[src/rtl/irq_router_pkg.sv]
package irq_router_pkg;

  typedef enum logic [1:0] {
    REG_FLAGS   = 2'd0,
    REG_ENABLE  = 2'd1,
    REG_SELECT  = 2'd2,
    REG_LINE_EN = 2'd3
  } regSel_t;

  localparam int NUM_LINES = 2;

  typedef struct packed {
    logic clrFlags;
    logic wrEnable;
    logic wrSelect;
    logic wrLineEn;
  } regStrobes_t;

endpackage

[src/rtl/irq_router_ctrl.sv]
module irq_router_ctrl
  import irq_router_pkg::*;
#(
  parameter int NUM_FLAGS = 16,
  parameter int ADDR_W    = 2
) (
  input  logic                 regValid,
  input  logic                 regWrite,
  input  logic [ADDR_W-1:0]    regAddr,
  input  logic [NUM_FLAGS-1:0] flagVec,
  input  logic [NUM_FLAGS-1:0] enMask,
  input  logic [NUM_FLAGS-1:0] selMask,
  input  logic [NUM_LINES-1:0] lineEn,
  output regStrobes_t          strobes,
  output logic [NUM_FLAGS-1:0] regRdata
);

  localparam int SEL_W = 2;

  logic        inRange;
  regSel_t     regSel;
  logic        doWrite;

  generate
    if (ADDR_W > SEL_W) begin : g_wideAddr
      assign inRange = (regAddr[ADDR_W-1:SEL_W] == '0);
    end else begin : g_narrowAddr
      assign inRange = 1'b1;
    end
  endgenerate

  assign regSel  = regSel_t'(regAddr[SEL_W-1:0]);
  assign doWrite = regValid && regWrite && inRange;

  always_comb begin
    strobes          = '0;
    strobes.clrFlags = doWrite && (regSel == REG_FLAGS);
    strobes.wrEnable = doWrite && (regSel == REG_ENABLE);
    strobes.wrSelect = doWrite && (regSel == REG_SELECT);
    strobes.wrLineEn = doWrite && (regSel == REG_LINE_EN);
  end

  always_comb begin
    regRdata = '0;
    if (inRange) begin
      unique case (regSel)
        REG_FLAGS:   regRdata = flagVec;
        REG_ENABLE:  regRdata = enMask;
        REG_SELECT:  regRdata = selMask;
        REG_LINE_EN: regRdata = NUM_FLAGS'(lineEn);
        default:     regRdata = '0;
      endcase
    end
  end

endmodule

[src/rtl/irq_router_datapath.sv]
module irq_router_datapath
  import irq_router_pkg::*;
#(
  parameter int NUM_FLAGS = 16
) (
  input  logic                 clk,
  input  logic                 rstN,
  input  logic [NUM_FLAGS-1:0] evtIn,
  input  regStrobes_t          strobes,
  input  logic [NUM_FLAGS-1:0] wdata,
  output logic [NUM_FLAGS-1:0] flagVec,
  output logic [NUM_FLAGS-1:0] enMask,
  output logic [NUM_FLAGS-1:0] selMask,
  output logic [NUM_LINES-1:0] lineEn,
  output logic                 irqLine0,
  output logic                 irqLine1
);

  logic [NUM_FLAGS-1:0] evtPrev;
  logic [NUM_FLAGS-1:0] riseVec;
  logic [NUM_FLAGS-1:0] clrVec;
  logic [NUM_FLAGS-1:0] flagNext;
  logic [NUM_LINES-1:0] lineHit;
  logic [NUM_LINES-1:0] lineQ;

  assign riseVec = evtIn & ~evtPrev;
  assign clrVec  = strobes.clrFlags ? wdata : '0;

  // per-flag cell: a set overrides a clear arriving in the same cycle
  generate
    for (genvar f = 0; f < NUM_FLAGS; f++) begin : g_flag
      always_comb begin
        if (riseVec[f])     flagNext[f] = 1'b1;
        else if (clrVec[f]) flagNext[f] = 1'b0;
        else                flagNext[f] = flagVec[f];
      end
    end
  endgenerate

  // per-line OR of enabled, routed flags
  generate
    for (genvar l = 0; l < NUM_LINES; l++) begin : g_line
      logic [NUM_FLAGS-1:0] routeMask;
      assign routeMask  = (l == 0) ? ~selMask : selMask;
      assign lineHit[l] = |(flagVec & enMask & routeMask);
    end
  endgenerate

  always_ff @(posedge clk or negedge rstN) begin
    if (!rstN) begin
      evtPrev <= '0;
      flagVec <= '0;
      enMask  <= '0;
      selMask <= '0;
      lineEn  <= '0;
      lineQ   <= '0;
    end else begin
      evtPrev <= evtIn;
      flagVec <= flagNext;
      if (strobes.wrEnable) enMask  <= wdata;
      if (strobes.wrSelect) selMask <= wdata;
      if (strobes.wrLineEn) lineEn  <= wdata[NUM_LINES-1:0];
      lineQ   <= lineHit & lineEn;
    end
  end

  assign irqLine0 = lineQ[0];
  assign irqLine1 = lineQ[1];

endmodule

[src/rtl/dual_line_irq_router.sv]
module dual_line_irq_router
  import irq_router_pkg::*;
#(
  parameter int NUM_FLAGS = 16,
  parameter int ADDR_W    = 2
) (
  input  logic                 clk,
  input  logic                 rstN,
  input  logic [NUM_FLAGS-1:0] evtIn,
  input  logic                 regValid,
  input  logic                 regWrite,
  input  logic [ADDR_W-1:0]    regAddr,
  input  logic [NUM_FLAGS-1:0] regWdata,
  output logic [NUM_FLAGS-1:0] regRdata,
  output logic [NUM_FLAGS-1:0] flagVec,
  output logic                 irqLine0,
  output logic                 irqLine1
);

  regStrobes_t          strobes;
  logic [NUM_FLAGS-1:0] enMask;
  logic [NUM_FLAGS-1:0] selMask;
  logic [NUM_LINES-1:0] lineEn;

  irq_router_ctrl #(
    .NUM_FLAGS(NUM_FLAGS),
    .ADDR_W   (ADDR_W)
  ) u_ctrl (
    .regValid(regValid),
    .regWrite(regWrite),
    .regAddr (regAddr),
    .flagVec (flagVec),
    .enMask  (enMask),
    .selMask (selMask),
    .lineEn  (lineEn),
    .strobes (strobes),
    .regRdata(regRdata)
  );

  irq_router_datapath #(
    .NUM_FLAGS(NUM_FLAGS)
  ) u_dp (
    .clk     (clk),
    .rstN    (rstN),
    .evtIn   (evtIn),
    .strobes (strobes),
    .wdata   (regWdata),
    .flagVec (flagVec),
    .enMask  (enMask),
    .selMask (selMask),
    .lineEn  (lineEn),
    .irqLine0(irqLine0),
    .irqLine1(irqLine1)
  );

endmodule

[config.mk]
export PLATFORM = sky130hd
export DESIGN_NAME = dual_line_irq_router
export DESIGN_NICKNAME = d
export VERILOG_FILES = /design/src/rtl/irq_router_pkg.sv /design/src/rtl/irq_router_ctrl.sv /design/src/rtl/irq_router_datapath.sv /design/src/rtl/dual_line_irq_router.sv
export SDC_FILE = /design/constraint.sdc
export NUM_CORES = 1
export LEC_CHECK = 0
export BUFFER_PORTS_ARGS = -buffer_cell sky130_fd_sc_hd__buf_2
export CORE_MARGIN = 2
export CORE_UTILIZATION = 41
export DETAILED_ROUTE_END_ITERATION = 10
export MAX_ROUTING_LAYER = met4
export PLACE_DENSITY_LB_ADDON = 0.1
export SLEW_MARGIN = 20
export SYNTH_ARGS = -nofsm -noshare
export SYNTH_HDL_FRONTEND = slang
export SYNTH_SLANG_ARGS = --single-unit
[constraint.sdc]
create_clock -name clk -period 2.2 [get_ports clk]
set_input_delay 0.11 -clock clk [delete_from_list [all_inputs] [get_ports clk]]
set_output_delay 0.11 -clock clk [all_outputs]
set_load 0.02 [all_outputs]
==> flow_metrics.py, run 1 <==
metrics = {
    "floorplan": {
        "die_area_um2": 8270,
        "fp.dieW_um": 90.9,
        "die_h_um": 90.9,
        "core_um2": 7290,
        "initial_core_util_pct": 42.5,
        "placementRows": 31,
        "io_pins": 72,
    },
    "yosys": {
        "synthTopCellsByCount": "68 x dfrtp_1, 46 x nand2_1, 17 x inv_1, 17 x mux2_2, 17 x mux2_4",
        "synth_nets": 298,
        "ys.flop_type": "dfrtp_1",
        "synth_top_cell_area_share_pct": 54.9,
        "yosysSeqAreaShare_pct": 54.9,
        "synth.avg_cell_area_um2": 11.9,
        "netlist_top_cells_area": "dfrtp_1 55%, mux2_4 8.2%, mux2_2 6.2%",
        "yosys_warnings": 0,
        "yosys.area.top_type": "dfrtp_1",
        "synth.most_common_cell": "dfrtp_1",
        "synth_cell_type_count": 23,
        "yosys_register_bits": 68,
        "synth.cell_area_um2": 3100,
        "synth_edf_count": 0,
        "async_flop_share_pct": 100,
        "syn-instance-count": 260,
    },
    "setup_path": {
        "start_kind": "register",
        "cp_max_fo": 5,
        "crit_arrival_ns": 1.44,
        "cp-end-kind": "primary output",
        "worstPathRequired_ns": 2.09,
        "crit_type": "register to primary output",
    },
    "cts": {
        "cts_setup_buffers": 0,
        "cts_buffer_depth": 2,
        "ctsResizeCount": 0,
        "ctsHoldBuffers": 17,
        "clkLatencyLatePin_ns": 0.34,
        "cts_made_buffers": 9,
        "cts_max_level": 3,
        "cts_root_buffer": "clkbuf_8",
        "cts_sinks": 68,
        "cts_tree": "done",
        "clk_pin_slew_ns": 0.07,
    },
    "global_route": {
        "grt_max_degree": 69,
        "grt_use_met3_pct": 3.24,
        "grt_pass1_wl_um": 12400,
        "grt_util_met1_pct": 26.4,
        "globalRouteOverflowTotal": 0,
        "grt_pass1_vias": 2435,
        "grt_busiest_layer": "met2",
        "globalRouteTotalUtil_pct": 19.8,
        "grt_use_met2_pct": 30.4,
        "antenna_found_initial": 0,
    },
    "timing": {
        "fin_setup_tns_ns": 0,
        "rsz0062_at_grt": "false",
        "fin_crit_ns": 1.55,
        "fin_worst_skew_ns": 0.00371,
        "final_hold_viol_count": 0,
        "fmax_mhz": 645,
        "worst_pin_slew_ns": 0.681,
        "finalCritPeriodShare_pct": 70.5,
        "slew_viol_final": 0,
        "finalSetupViolations": 0,
        "relSlewSlack_pct": 54.4,
    },
    "placement": {
        "port_buffers": 71,
        "gp_congestion": 0.749,
        "dp_hpwl_um": 4990,
    },
    "detailed_routing": {
        "vias_per_cell": 5.08,
        "drc": 0,
        "drt-initial-drc-count": 80,
        "ant_nets": 0,
        "first_pass_iters": 4,
        "wl_per_cell_um": 16.1,
        "wl_um": 7430,
        "vias": 2346,
    },
    "power": {
        "cell_internal_pwr_mw": 2.48,
        "ir_worst_vdd_mv": 0.352,
        "power.switching_mw": 1.01,
        "power_density_nw_per_um2": 879,
        "power_frac_comb_pct": 21.4,
        "clkPwrFrac_pct": 32.5,
        "seqPwrFrac_pct": 46.1,
        "switching_share_pct": 29.0,
        "p_leak_nw": 1.95,
        "power_mw": 3.49,
    },
    "run_status": {
        "status": "completed",
    },
    "finish": {
        "nFillCells": 696,
        "multi_input_area_um2": 1270,
        "regArea_um2": 1700,
        "area_growth_pct": 28.1,
        "antenna_cells_inserted": 0,
        "nNetsFinal": 396,
        "postLayoutCoreUtil_pct": 54.5,
        "drive_above_1_share_pct": 36.6,
    },
    "min_path": {
        "hold_path.class": "primary input to register",
    },
    "run": {
        "drv_cap": 0,
    },
}
-- through the flow --
step	setup WS (ns)	cell area [um2]	hold slack (ns)	std cells
after floorplan	1.03	3100	-0.186	260
after global placement	0.489	3580	0.165	429
after detailed placement	0.440	3580	0.165	429
after CTS	0.420	3970	0.0126	462
after global routing	0.604	3970	0.0220	462
final	0.650	3970	0.0260	462
-- kinds of logic (layout without fill, tap and decap cells) --
kind of cell / count (synthesis) / in the layout / share of synthesized area [%]
buf+inv: 25 / 128 / 4.08
flops: 68 / 68 / 54.9
compound gates: 39 / 39 / 8.60
simple gates: 78 / 78 / 12.0
mux: 50 / 50 / 20.4
-- power by group through the flow --
stage	Sequential, mW	Combinational [mW]	Clock, mW
after floorplan	1.62	0.465	0
after global placement	1.63	0.721	0
after detailed placement	1.63	0.733	0
after CTS	1.60	0.758	1.17
after global routing	1.64	0.826	1.22
final	1.61	0.748	1.13
-- registers in the layout, summed over array words and instances (netlist names) --
| register | cells |
|---|---|
| u_dp.lineQ | 2 |
| u_dp.enMask | 16 |
| u_dp.evtPrev | 16 |
| u_dp.flagVec | 16 |
| u_dp.selMask | 16 |
| u_dp.lineEn | 2 |
-- placed cells by master, fill, tap and decap left out, drive strengths merged, types with 8 or more instances in the layout --
cell type,instances
clkbuf,12
o22ai,8
dlygate4sd3,17
a22o,16
dfrtp,68
o21ai,14
buf,78
nand2,48
nand3,16
mux2i,14
inv,17
mux2,34
-- cell type report --
type	instances	area share [%]
Sequential cell	68	42.8
Multi-Input combinational cell	167	32.1
Inverter	17	1.61
Timing Repair Buffer	95	14.9
Tap cell	99	3.12
Clock inverter	4	1.83
Clock buffer	12	3.65
-- worst max-delay path: stages, from the launching register on --
cell and delay [ns]:
dfrtp_1 0.43, mux4_2 0.49, buf_2 0.18
-- final timing paths --
| check | cells after the start | slack [ns] | endpoint | from |
|---|---|---|---|---|
| setup / recovery | 2 | 0.65 | regRdata[1] | u_dp.flagVec[1] |
| hold / removal | 2 | 0.03 | u_dp.enMask[5] | regWdata[5] |
| setup reg to reg | 4 | 0.96 | u_dp.lineQ[0] | u_dp.flagVec[9] |
| hold reg to reg | 2 | 0.52 | u_dp.lineQ[0] | u_dp.lineEn[0] |
| max in group asynchronous | 3 | 1.58 | u_dp.enMask[9] | rstN |
| min in group asynchronous | 3 | 0.32 | u_dp.flagVec[5] | rstN |
-- per-layer routing --
layer / routed length, um / vias up
met5: 0 / -
met4: 140 / 0
met2: 3550 / 57
met1: 3470 / 1159
li1: - / 1118
met3: 258 / 12
(Power assumes the default switching activity.)
==> inputs of run 2 (changes only) <==
==> constraint.sdc (replaced) <==
create_clock -name clk -period 1.3 [get_ports clk]
set_input_delay 0.065 -clock clk [delete_from_list [all_inputs] [get_ports clk]]
set_output_delay 0.065 -clock clk [all_outputs]
set_load 0.02 [all_outputs]
==> run 2 against run 1 <==
Net effect:
- the run now ends with negative setup slack left
- total power is 79% higher
- sequential power grew 68%
- largest cell class unchanged
- die area unchanged
- critical path type unchanged
- final cell count rose by 10%
- non-clock buffer count grew 49
- largest power group unchanged
==> flow_metrics.py, run 2 (synthesized netlist as in run 1, its figures left out) <==
metrics = {
    "run_status": {
        "status": "complete, but fails checks",
        "failed_checks": "negative setup slack",
    },
    "timing": {
        "fin_crit_ns": 1.46,
        "holdWs_ns": 0.0227,
        "final_hold_viol_count": 0,
        "setup_ws_ns": -0.155,
        "finalCritPeriodShare_pct": 112,
        "finalSetupViolations": 2,
        "relSlewSlack_pct": 75.2,
        "fin_setup_tns_ns": -0.296,
        "slew_viol_final": 0,
        "fin_worst_skew_ns": 0.0118,
        "worst_pin_slew_ns": 0.372,
        "fmax_mhz": 687,
        "rsz0062_at_grt": "true",
    },
    "global_route": {
        "grt_pass1_vias": 2570,
        "globalRouteOverflowTotal": 0,
        "grt_pass1_wl_um": 13000,
        "antenna_found_initial": 0,
        "grt_max_degree": 69,
        "globalRouteTotalUtil_pct": 20.7,
    },
    "finish": {
        "regArea_um2": 1700,
        "drive_above_1_share_pct": 42.8,
        "multi_input_area_um2": 1300,
        "final_area_um2": 4450,
        "layout_common_cells": "67 x dfrtp_1, 62 x buf_2, 47 x buf_4, 46 x nand2_1, 29 x dlygate4sd3_1",
        "mostFrequentLayoutCell": "dfrtp_1",
        "area_growth_pct": 43.6,
        "nNetsFinal": 445,
        "antenna_cells_inserted": 0,
        "nFillCells": 648,
    },
    "setup_path": {
        "startpoint": "u_dp.flagVec[1]",
        "r2r.worst_path.cells": 4,
        "crit_arrival_ns": 1.39,
        "cp-end-kind": "primary output",
        "r2r_start": "u_dp.flagVec[9]",
        "worstPathRequired_ns": 1.24,
        "r2r_end": "u_dp.lineQ[0]",
        "cp_max_fo": 2,
        "worst-r2r-setup-slack_ns": 0.06,
        "crit_type": "register to primary output",
        "start_kind": "register",
    },
    "placement": {
        "gp_congestion": 0.782,
        "dp_hpwl_um": 5300,
        "dpl_cell_area_um2": 3680,
        "port_buffers": 71,
    },
    "cts": {
        "clkLatencyLatePin_ns": 0.34,
        "clk_pin_slew_ns": 0.07,
        "cts_sinks": 68,
        "cts_tree": "done",
        "cts_made_buffers": 9,
        "cts_buffer_depth": 2,
        "cts_root_buffer": "clkbuf_8",
        "cts_max_level": 3,
    },
    "run": {
        "drv_cap": 0,
    },
    "floorplan": {
        "initial_core_util_pct": 42.5,
        "io_pins": 72,
        "core_um2": 7290,
        "die_area_um2": 8270,
        "placementRows": 31,
        "fp.dieW_um": 90.9,
        "die_h_um": 90.9,
    },
    "min_path": {
        "hold_path.class": "primary input to register",
        "holdPathStages": 2,
        "holdPathEnd": "u_dp.selMask[5]",
        "hp-start": "regWdata[5]",
    },
    "detailed_routing": {
        "drt-initial-drc-count": 123,
        "wl_per_cell_um": 15.9,
        "vias_per_cell": 4.99,
        "drc": 0,
        "ant_nets": 0,
        "wl_um": 8090,
        "first_pass_iters": 5,
        "vias": 2546,
    },
    "power": {
        "p_leak_nw": 2.19,
        "ir_worst_vdd_mv": 0.769,
        "power_density_nw_per_um2": 1410,
    },
}
-- run 2: cell types whose count changed in the layout (fill, tap and decap cells not counted), moves of 4 or more --
cell           before  now
o21ai_0            14    3
buf_4               6   47
buf_6               0    4
buf_2              71   62
dlygate4sd3_1      17   29
o21ai_1             0   10
-- run 2: area by class of cell --
type	count	area share, %
multi-input combinational	167	29.2
timing repair buffer	144	23.3
clock inverter	4	1.63
clock buffer	11	3.40
tap	99	2.78
sequential	68	38.3
inverter	17	1.43
-- run 2: what timing repair did --
| item | CTS | global route |
|---|---|---|
| setup buffers | 13 | 16 |
| cloned | 0 | 0 |
| endpoints found under the hold margin | 123 | 0 |
| hold buffers | 29 | 0 |
| endpoints found under the setup margin | 8 | 16 |
| resized for setup | 13 | 17 |
| pin swaps | 2 | 6 |
-- run 2: worst max-delay path: stages, from the launching register on --
cell and delay [ns]:
dfrtp_1 0.40, mux4_2 0.50, buf_6 0.15
-- run 2: stage by stage --
stage	power, mW	setup WS [ns]	instances	util, %
floorplan	3.52	0.170	260	-
global placement	4.01	0.0584	441	50.5
detailed placement	4.03	0.0651	441	50.5
CTS	6.18	-0.159	497	59.1
global route	6.57	-0.184	510	61.0
finish	6.26	-0.155	510	61.0
-- run 2: power breakdown --
group	leakage, nW	internal (mW)	switching (mW)	total (mW)
Combinational	1.32	0.845	0.745	1.59
Clock	0.111	1.17	0.804	1.98
Sequential	0.767	2.42	0.274	2.70
Total	2.19	4.44	1.82	6.26
-- run 2: worst max path at each step --
stage / slack, ns / cells past startpoint / end
final: -0.16 / 2 / regRdata[1]
after global routing: -0.18 / 2 / regRdata[1]
after CTS: -0.16 / 2 / regRdata[1]
after detailed placement: 0.07 / 4 / u_dp.lineQ[0]
after global placement: 0.06 / 4 / u_dp.lineQ[0]
after floorplan: 0.17 / 2 / regRdata[15]
-- run 2: routing by layer --
| layer | global-route usage (%) | part of all wire, % | vias up |
|---|---|---|---|
| li1 | - | - | 1210 |
| met1 | 27.8 | 46 | 1255 |
| met2 | 32.7 | 48 | 73 |
| met3 | 2.74 | 4.3 | 8 |
| met4 | 7.20 | 1.3 | 0 |
| met5 | - | 0 | - |
